$ cat src/rtl/gpio_irq_pkg.sv
`timescale 1ns/1ps
// gpio_irq_pkg
// Shared encodings for the GPIO interrupt detector: trigger codes per pin
// and the register addresses of the software port.
// Assumes: two-bit trigger field per pin, two-bit register address.
package gpio_irq_pkg;

    typedef enum logic [1:0] {
        TRIG_RISE = 2'b00,
        TRIG_FALL = 2'b01,
        TRIG_HIGH = 2'b10,
        TRIG_LOW  = 2'b11
    } trig_mode_e;

    localparam int unsigned ADDR_W = 2;

    localparam logic [ADDR_W-1:0] REG_MODE = 2'd0;
    localparam logic [ADDR_W-1:0] REG_MASK = 2'd1;
    localparam logic [ADDR_W-1:0] REG_PEND = 2'd2;

endpackage

$ cat src/rtl/gpio_irq_sync.sv
`timescale 1ns/1ps
// gpio_irq_sync
// Brings every asynchronous pin into the clock domain through two flops.
// Assumes: pins are independent single-bit signals. No multi-bit coherence
// is needed across them.
module gpio_irq_sync #(
    parameter int unsigned NPIN = 8
) (
    input  logic            clk,
    input  logic            rst_n,
    input  logic [NPIN-1:0] pin_i,
    output logic [NPIN-1:0] sync_o
);

    logic [NPIN-1:0] meta_q;
    logic [NPIN-1:0] stab_q;

    // Two-stage capture of the raw pins.
    always_ff @(posedge clk) begin
        if (!rst_n) begin
            meta_q <= '0;
            stab_q <= '0;
        end else begin
            meta_q <= pin_i;
            stab_q <= meta_q;
        end
    end

    assign sync_o = stab_q;

endmodule

$ cat src/rtl/gpio_irq_pin.sv
`timescale 1ns/1ps
// gpio_irq_pin
// Condition detector and pending latch for one synchronised pin.
// An edge is found by comparing the current sample with the previous one.
// A level is taken directly from the current sample. When a set and a clear
// arrive in the same cycle, the set takes priority.
// Assumes: sync_i is already in the clock domain.
module gpio_irq_pin
    import gpio_irq_pkg::*;
(
    input  logic       clk,
    input  logic       rst_n,
    input  logic       sync_i,
    input  logic [1:0] mode_i,
    input  logic       clr_i,
    output logic       pend_o
);

    trig_mode_e mode_c;
    logic       prev_q;
    logic       hit_c;
    logic       pend_q;

    assign mode_c = trig_mode_e'(mode_i);

    // Remember the previous synchronised sample for edge detection.
    always_ff @(posedge clk) begin
        if (!rst_n) prev_q <= 1'b0;
        else        prev_q <= sync_i;
    end

    // Decide whether the selected trigger condition holds this cycle.
    always_comb begin
        unique case (mode_c)
            TRIG_RISE: hit_c = sync_i & ~prev_q;
            TRIG_FALL: hit_c = ~sync_i & prev_q;
            TRIG_HIGH: hit_c = sync_i;
            TRIG_LOW:  hit_c = ~sync_i;
            default:   hit_c = 1'b0;
        endcase
    end

    // Pending latch: a clear drops the flag, a hit overrides the clear.
    always_ff @(posedge clk) begin
        if (!rst_n) pend_q <= 1'b0;
        else        pend_q <= (pend_q & ~clr_i) | hit_c;
    end

    assign pend_o = pend_q;

endmodule

$ cat src/rtl/gpio_irq_regs.sv
`timescale 1ns/1ps
// gpio_irq_regs
// Software-visible registers: trigger modes, enable mask, and the
// write-one-to-clear strobe for the pending flags. Read data is a
// combinational mux on the address.
// Assumes: 2*NPIN <= DW, and writes are single-cycle strobes.
module gpio_irq_regs
    import gpio_irq_pkg::*;
#(
    parameter int unsigned NPIN = 8,
    parameter int unsigned DW   = 32
) (
    input  logic              clk,
    input  logic              rst_n,
    input  logic              wr_en,
    input  logic [ADDR_W-1:0] addr,
    input  logic [DW-1:0]     wdata,
    input  logic [NPIN-1:0]   pend_i,
    output logic [2*NPIN-1:0] mode_o,
    output logic [NPIN-1:0]   mask_o,
    output logic [NPIN-1:0]   clr_o,
    output logic [DW-1:0]     rdata
);

    localparam int unsigned MODE_W = 2 * NPIN;

    logic [MODE_W-1:0] mode_q;
    logic [NPIN-1:0]   mask_q;

    // Store mode and mask writes.
    always_ff @(posedge clk) begin
        if (!rst_n) begin
            mode_q <= '0;
            mask_q <= '0;
        end else if (wr_en) begin
            if (addr == REG_MODE) mode_q <= wdata[MODE_W-1:0];
            if (addr == REG_MASK) mask_q <= wdata[NPIN-1:0];
        end
    end

    // One-cycle clear strobe for the pending latches.
    assign clr_o = (wr_en && addr == REG_PEND) ? wdata[NPIN-1:0] : '0;

    // Read mux, zero-extended to the data width.
    always_comb begin
        rdata = '0;
        unique case (addr)
            REG_MODE: rdata[MODE_W-1:0] = mode_q;
            REG_MASK: rdata[NPIN-1:0]   = mask_q;
            REG_PEND: rdata[NPIN-1:0]   = pend_i;
            default:  rdata             = '0;
        endcase
    end

    generate
        if (MODE_W < DW) begin : g_spare
            logic unused_hi;
            assign unused_hi = ^wdata[DW-1:MODE_W];
        end
    endgenerate

    assign mode_o = mode_q;
    assign mask_o = mask_q;

endmodule

$ cat src/rtl/gpio_irq_detect.sv
`timescale 1ns/1ps
// gpio_irq_detect
// Top of the GPIO interrupt detector: synchroniser, one detector per pin,
// the register block, and the masked OR that drives the request line.
// Assumes: pins held low during reset; 2*NPIN <= DW.
module gpio_irq_detect
    import gpio_irq_pkg::*;
#(
    parameter int unsigned NPIN = 8,
    parameter int unsigned DW   = 32
) (
    input  logic              clk,
    input  logic              rst_n,
    input  logic [NPIN-1:0]   pin_i,
    input  logic              wr_en,
    input  logic [ADDR_W-1:0] addr,
    input  logic [DW-1:0]     wdata,
    output logic [DW-1:0]     rdata,
    output logic              irq_o
);

    logic [NPIN-1:0]   sync_w;
    logic [NPIN-1:0]   pend_w;
    logic [NPIN-1:0]   mask_w;
    logic [NPIN-1:0]   clr_w;
    logic [2*NPIN-1:0] mode_w;

    gpio_irq_sync #(.NPIN(NPIN)) u_sync (
        .clk    (clk),
        .rst_n  (rst_n),
        .pin_i  (pin_i),
        .sync_o (sync_w)
    );

    gpio_irq_regs #(.NPIN(NPIN), .DW(DW)) u_regs (
        .clk    (clk),
        .rst_n  (rst_n),
        .wr_en  (wr_en),
        .addr   (addr),
        .wdata  (wdata),
        .pend_i (pend_w),
        .mode_o (mode_w),
        .mask_o (mask_w),
        .clr_o  (clr_w),
        .rdata  (rdata)
    );

    generate
        for (genvar i = 0; i < NPIN; i++) begin : g_pin
            gpio_irq_pin u_pin (
                .clk    (clk),
                .rst_n  (rst_n),
                .sync_i (sync_w[i]),
                .mode_i (mode_w[2*i +: 2]),
                .clr_i  (clr_w[i]),
                .pend_o (pend_w[i])
            );
        end
    endgenerate

    // Request: any pending pin that is enabled.
    assign irq_o = |(pend_w & mask_w);

endmodule

$ cat config.mk
export PLATFORM = sky130hd
export DESIGN_NAME = gpio_irq_detect
export DESIGN_NICKNAME = d
export VERILOG_FILES = /design/src/rtl/gpio_irq_pkg.sv /design/src/rtl/gpio_irq_sync.sv /design/src/rtl/gpio_irq_pin.sv /design/src/rtl/gpio_irq_regs.sv /design/src/rtl/gpio_irq_detect.sv
export SDC_FILE = /design/constraint.sdc
export NUM_CORES = 1
export LEC_CHECK = 0
export BUFFER_PORTS_ARGS = -buffer_cell sky130_fd_sc_hd__buf_2
export CAP_MARGIN = 20
export CORE_MARGIN = 2
export CORE_UTILIZATION = 45
export CTS_CLUSTER_DIAMETER = 30
export DETAILED_ROUTE_END_ITERATION = 8
export HOLD_SLACK_MARGIN = 0.05
export MAX_ROUTING_LAYER = met4
export PLACE_DENSITY_LB_ADDON = 0.25
export SYNTH_ARGS = -nofsm -noshare
export SYNTH_HDL_FRONTEND = slang
export SYNTH_SLANG_ARGS = --single-unit
$ cat constraint.sdc
create_clock -name clk -period 2.1 [get_ports clk]
set_input_delay 0.21 -clock clk [delete_from_list [all_inputs] [get_ports clk]]
set_output_delay 0.21 -clock clk [all_outputs]
set_load 0.03 [all_outputs]
After elaboration in Yosys (flattened, before gate mapping)
Index checks and enable logic that the tools add are counted.

word-level totals
  register bits = 56
  bits of input ports = 45
  output and inout port bits = 33
  logic and storage cells = 127

cells by class
  eq/ne operators = 26
  mux-type cells = 11
  bitwise gates (word level) = 57
  reductions and logical operators = 13

operators with widths
  operator                                                         number
  2-bit == test, second input constant                             17
  1-bit one-hot mux with 4 select lines                            8
  1-bit AND                                                        24
  1-bit NOT                                                        24
  8-bit one-hot mux with 3 select lines                            1
  2-bit by 1-bit == test with 1-bit output, second input constant  9
  2-bit logical NOT                                                9
  8-bit two-way mux                                                2
  8-bit AND                                                        1
  1-bit bitwise OR                                                 8
  8-bit OR reduction                                               1
  2-bit AND reduction                                              2
  1-bit logical AND                                                1

Depth between registers and ports, before layout
  word-level depth = 6
  depth in mapped cells = 6
  depth with buffers taken out = 3

By module
From an unflattened synthesis, not the netlist that was laid out.

second synthesis, totals
  cells, all modules = 262
  area, all modules = 2527.4 µm²

modules (own cells, without submodules)
  module           times used  cells each  area each (µm²)  seq. area each (µm²)
  gpio_irq_regs    1           152         1373.8           480.5
  gpio_irq_pin     8           9           83.8             40.0
  gpio_irq_sync    1           33          446.7            320.3
  gpio_irq_detect  1           5           36.3             0.0

Worst setup path before layout
Ideal clock, no wire load.

  path type = in2out
  start = input addr[0]
  end = output rdata[0]
  arrival time = 1.358 ns
  data required time = 1.890 ns
  setup slack = 0.532 ns
  stages on the path = 4
  path buffers = 2
  cells stage by stage = buf_4 -> buf_2 -> mux2i_1 -> o21ai_0

on the way
  cells in the longest elaborated chain, start to end = 2
  elaborated cells between the ends (all ways) = 4

ends and longest elaborated chain
  element                                      RTL line               text
  start, declared                              gpio_irq_detect.sv:16  input logic [ADDR_W-1:0] addr,
  2-bit == test, or another cell as far along  gpio_irq_regs.sv:47    unique case (addr)
  8-bit one-hot mux with 3 select lines (*)    gpio_irq_regs.sv:47
  end, declared                                gpio_irq_detect.sv:18  output logic [DW-1:0] rdata,

Mark *: on every way between the ends. The rest lies on a longest branch, timed or not.

Worst setup path after layout
  start = register u_regs.mode_q[4], in the netlist u_regs.mode_o[4]
  end = output rdata[4]

on the way
  cells in the longest elaborated chain, start to end = 1

ends and longest elaborated chain
  element                                RTL line             text
  start, declared                        gpio_irq_regs.sv:27  logic [MODE_W-1:0] mode_q;
  start signal, assigned                 gpio_irq_regs.sv:36  if (addr == REG_MODE) mode_q <= wdata[MODE_W-1:0];
  8-bit one-hot mux with 3 select lines  gpio_irq_regs.sv:47

No other way between the ends.

==> results_dict.tcl <==
set metrics [dict create \
    core_sq_mm 0.005107 \
    crit_start "u_regs.mode_o[4]$_SDFFE_PN0P_" \
    fin_skew_ns 0.009265 \
    period_minus_slack_ns 1.454 \
    grt_pass1_wl_um 8086 \
    worstMarginPinSlew_ns 0.7133 \
    yosysTopAreaCell "dfxtp_1" \
    drc 0 \
    syn_area_sq_mm 0.002390 \
    vias_per_cell 4.870 \
    start_kind "flip-flop" \
    ys_seq_elements 56 \
    fin_ws_ns 0.6462 \
    diodes 0 \
    grt_overflow_total 0 \
    cts_resized 0 \
    routed-via-count 1880 \
    final_util_pct 52.47 \
    hpwl_um 3482 \
    syn-instance-count 275 \
    area_growth_pct 12.15 \
    r2r_start "u_regs.mode_o[14]$_SDFFE_PN0P_" \
    totalWireLength_um 4994 \
    reg2reg_to "g_pin[7].u_pin.pend_o$_SDFF_PN0_" \
    clock_path_buffers 2 \
    yosysUniqueCellTypes 28 \
    status "finished clean" \
    insertion_delay_ns 0.31 \
    cp_max_fo 4 \
    cts_tree "done" \
    cts_setup_buffers 0 \
    setup_violations 0 \
    place_ws_ns 0.4939 \
    reg2reg_depth 3 \
    rsz0062_at_grt "false" \
    crit_required_ns 1.89 \
    r2r_slack_ns 1.16 \
    num_rows 26 \
    antenna_found_initial 0 \
    grt_max_degree 26 \
    worstSetupEndpoint "rdata[4]" \
    leakage_nw 1.150 \
    die_w_um 76.88 \
    drt_iter0_drc 90 \
    path_clk_slew_ns 0.10 \
    nNetsFinal 360 \
    final_hold_viol_count 0 \
    endpoint_kind "primary output" \
    synth_seq_area_share_pct 46.91 \
    drv_cap 0 \
    drive_gt1_share_pct 19.30 \
    cts.sinks 56 \
    syn_avg_cell_area_sq_um 8.690 \
    wl_per_cell_um 12.94 \
    fp.dieArea_sq_mm 0.005910 \
    power-per-cell-area_mw_per_mm2 736.1 \
    min_period_over_period_pct 69.23 \
    synth_area_leaders "dfxtp_1 47%, nand2_1 7.1%, mux2i_1 6.7%" \
    io_buffers 45 \
    drtAntennaViolNets 0 \
    final_max_slew_viol_count 0 \
    irDropWorstVdd_mv 0.5371 \
    grt.total_usage_pct 17.65 \
    ys_warn_count 0 \
    crit_arrival_ns 1.24 \
    tns_ns 0 \
    io_pins 78 \
    synth_top_area_share_pct 46.91 \
    grt_pass1_vias 1694 \
    numCtsBuffers 5 \
    dr.pass1.iters 4 \
    gp_congestion 0.8098 \
    cts-htree-levels 2 \
    hold_class "input pin to flip-flop" \
    die_h_um 76.88 \
    clock.fmax_ghz 0.6879 \
    ctsHoldBuffers 0 \
    start_util_pct 46.79 \
    whs_ns 0.09705 \
    path_class "flip-flop to primary output" \
    cts-root-buf "clkbuf_8" \
    timing.max_slew.rel_slack_pct 52.45 \
]
synth_stat cells (all sizes together):
library cell / n
xnor2: 1
nand2: 48
conb: 1
dfxtp: 56
nor2: 16
clkbuf: 5
nor2b: 1
a211o: 7
nand2b: 1
a22oi: 4
nor3: 3
a21oi: 17
inv: 15
and2: 22
or3b: 1
nor3b: 1
o211ai: 7
buf: 26
a31oi: 7
o21ai: 17
nand3b: 1
xor2: 1
nand4: 1
mux2i: 16
metal layers:
| metal | routed length [um] | global-route usage (%) | vias up |
|---|---|---|---|
| li1 | - | - | 958 |
| met1 | 2225 | 22.99 | 839 |
| met2 | 2363 | 27.46 | 81 |
| met3 | 382 | 3.882 | 2 |
| met4 | 23 | 5.455 | 0 |
| met5 | 0 | - | - |
worst max-delay path: stages (launching register included):
cell	delay, ns
dfxtp_1	0.41
mux2i_1	0.09
o21ai_0	0.21
buf_2	0.24
how the worst min path moves through the flow:
| stage | from | end | cells after the start | slack (ns) |
|---|---|---|---|---|
| 6_report | pin_i[2] | u_sync.meta_q[2]$_SDFF_PN0_ | 2 | 0.1 |
| 3_3_place_gp | pin_i[7] | u_sync.meta_q[7]$_SDFF_PN0_ | 2 | 0.41 |
| 3_5_place_dp | pin_i[2] | u_sync.meta_q[2]$_SDFF_PN0_ | 2 | 0.42 |
| 5_1_grt | pin_i[2] | u_sync.meta_q[2]$_SDFF_PN0_ | 2 | 0.09 |
| 2_1_floorplan | rst_n | u_sync.meta_q[0]$_SDFF_PN0_ | 1 | 0.33 |
| 4_1_cts | pin_i[2] | u_sync.meta_q[2]$_SDFF_PN0_ | 2 | 0.09 |
final cells by class:
| cell class | count | area (sq um) |
|---|---|---|
| clock buffers | 6 | 82.58 |
| clock inverters | 2 | 15.01 |
| fillers | 513 | 2427 |
| inverters | 15 | 56.30 |
| multi-input cells | 188 | 1050 |
| flip-flops and latches | 56 | 1121 |
| well taps | 70 | 87.58 |
| repair buffers | 49 | 267.8 |
state kept, by name, summed over array words and instances, names as in the netlist:
| signal | flops |
|---|---|
| u_regs.mask_o | 8 |
| g_pin.u_pin.pend_o | 8 |
| u_regs.mode_o | 16 |
| u_sync.meta_q | 8 |
| u_sync.sync_o | 8 |
| g_pin.u_pin.prev_q | 8 |
metrics by stage:
stage / instance area [sq um] / total power [mW] / cells
after floorplan: 2446 / 1.339 / 290
after global placement: 2582 / 1.380 / 378
after detailed placement: 2582 / 1.385 / 378
after CTS: 2680 / 1.996 / 386
after global routing: 2680 / 2.060 / 386
final: 2680 / 1.973 / 386
power by group:
group          switching, mW  internal [mW]
clock                  0.346          0.268
combinational          0.152         0.0773
sequential            0.0263           1.10
total                  0.523           1.45
layout by cell type (no fill, tap or decap), types with 2 or more instances in the layout:
master      count
dfxtp_1        56
nand2_1        45
buf_2          45
and2_1         22
o21ai_0        17
a21oi_1        17
mux2i_1        16
nor2_1         16
conb_1         16
inv_1          15
a211o_1         7
o211ai_1        7
a31oi_1         7
clkbuf_8        6
a22oi_1         4
nor3_1          3
nand2_2         3
buf_4           3
clkinvlp_4      2
kinds of logic (layout without fill, tap and decap cells):
| logic type | Yosys count | in the layout | synth area share, % |
|---|---|---|---|
| other cells | 1 | 16 | 0.1569 |
| mux | 16 | 16 | 6.701 |
| compound gates | 59 | 59 | 14.97 |
| xor+xnor | 2 | 2 | 0.7331 |
| flops | 56 | 56 | 46.91 |
| simple gates | 95 | 95 | 19.01 |
| buf+inv | 46 | 72 | 11.52 |
Note: power is estimated with default switching activity, not from simulation.
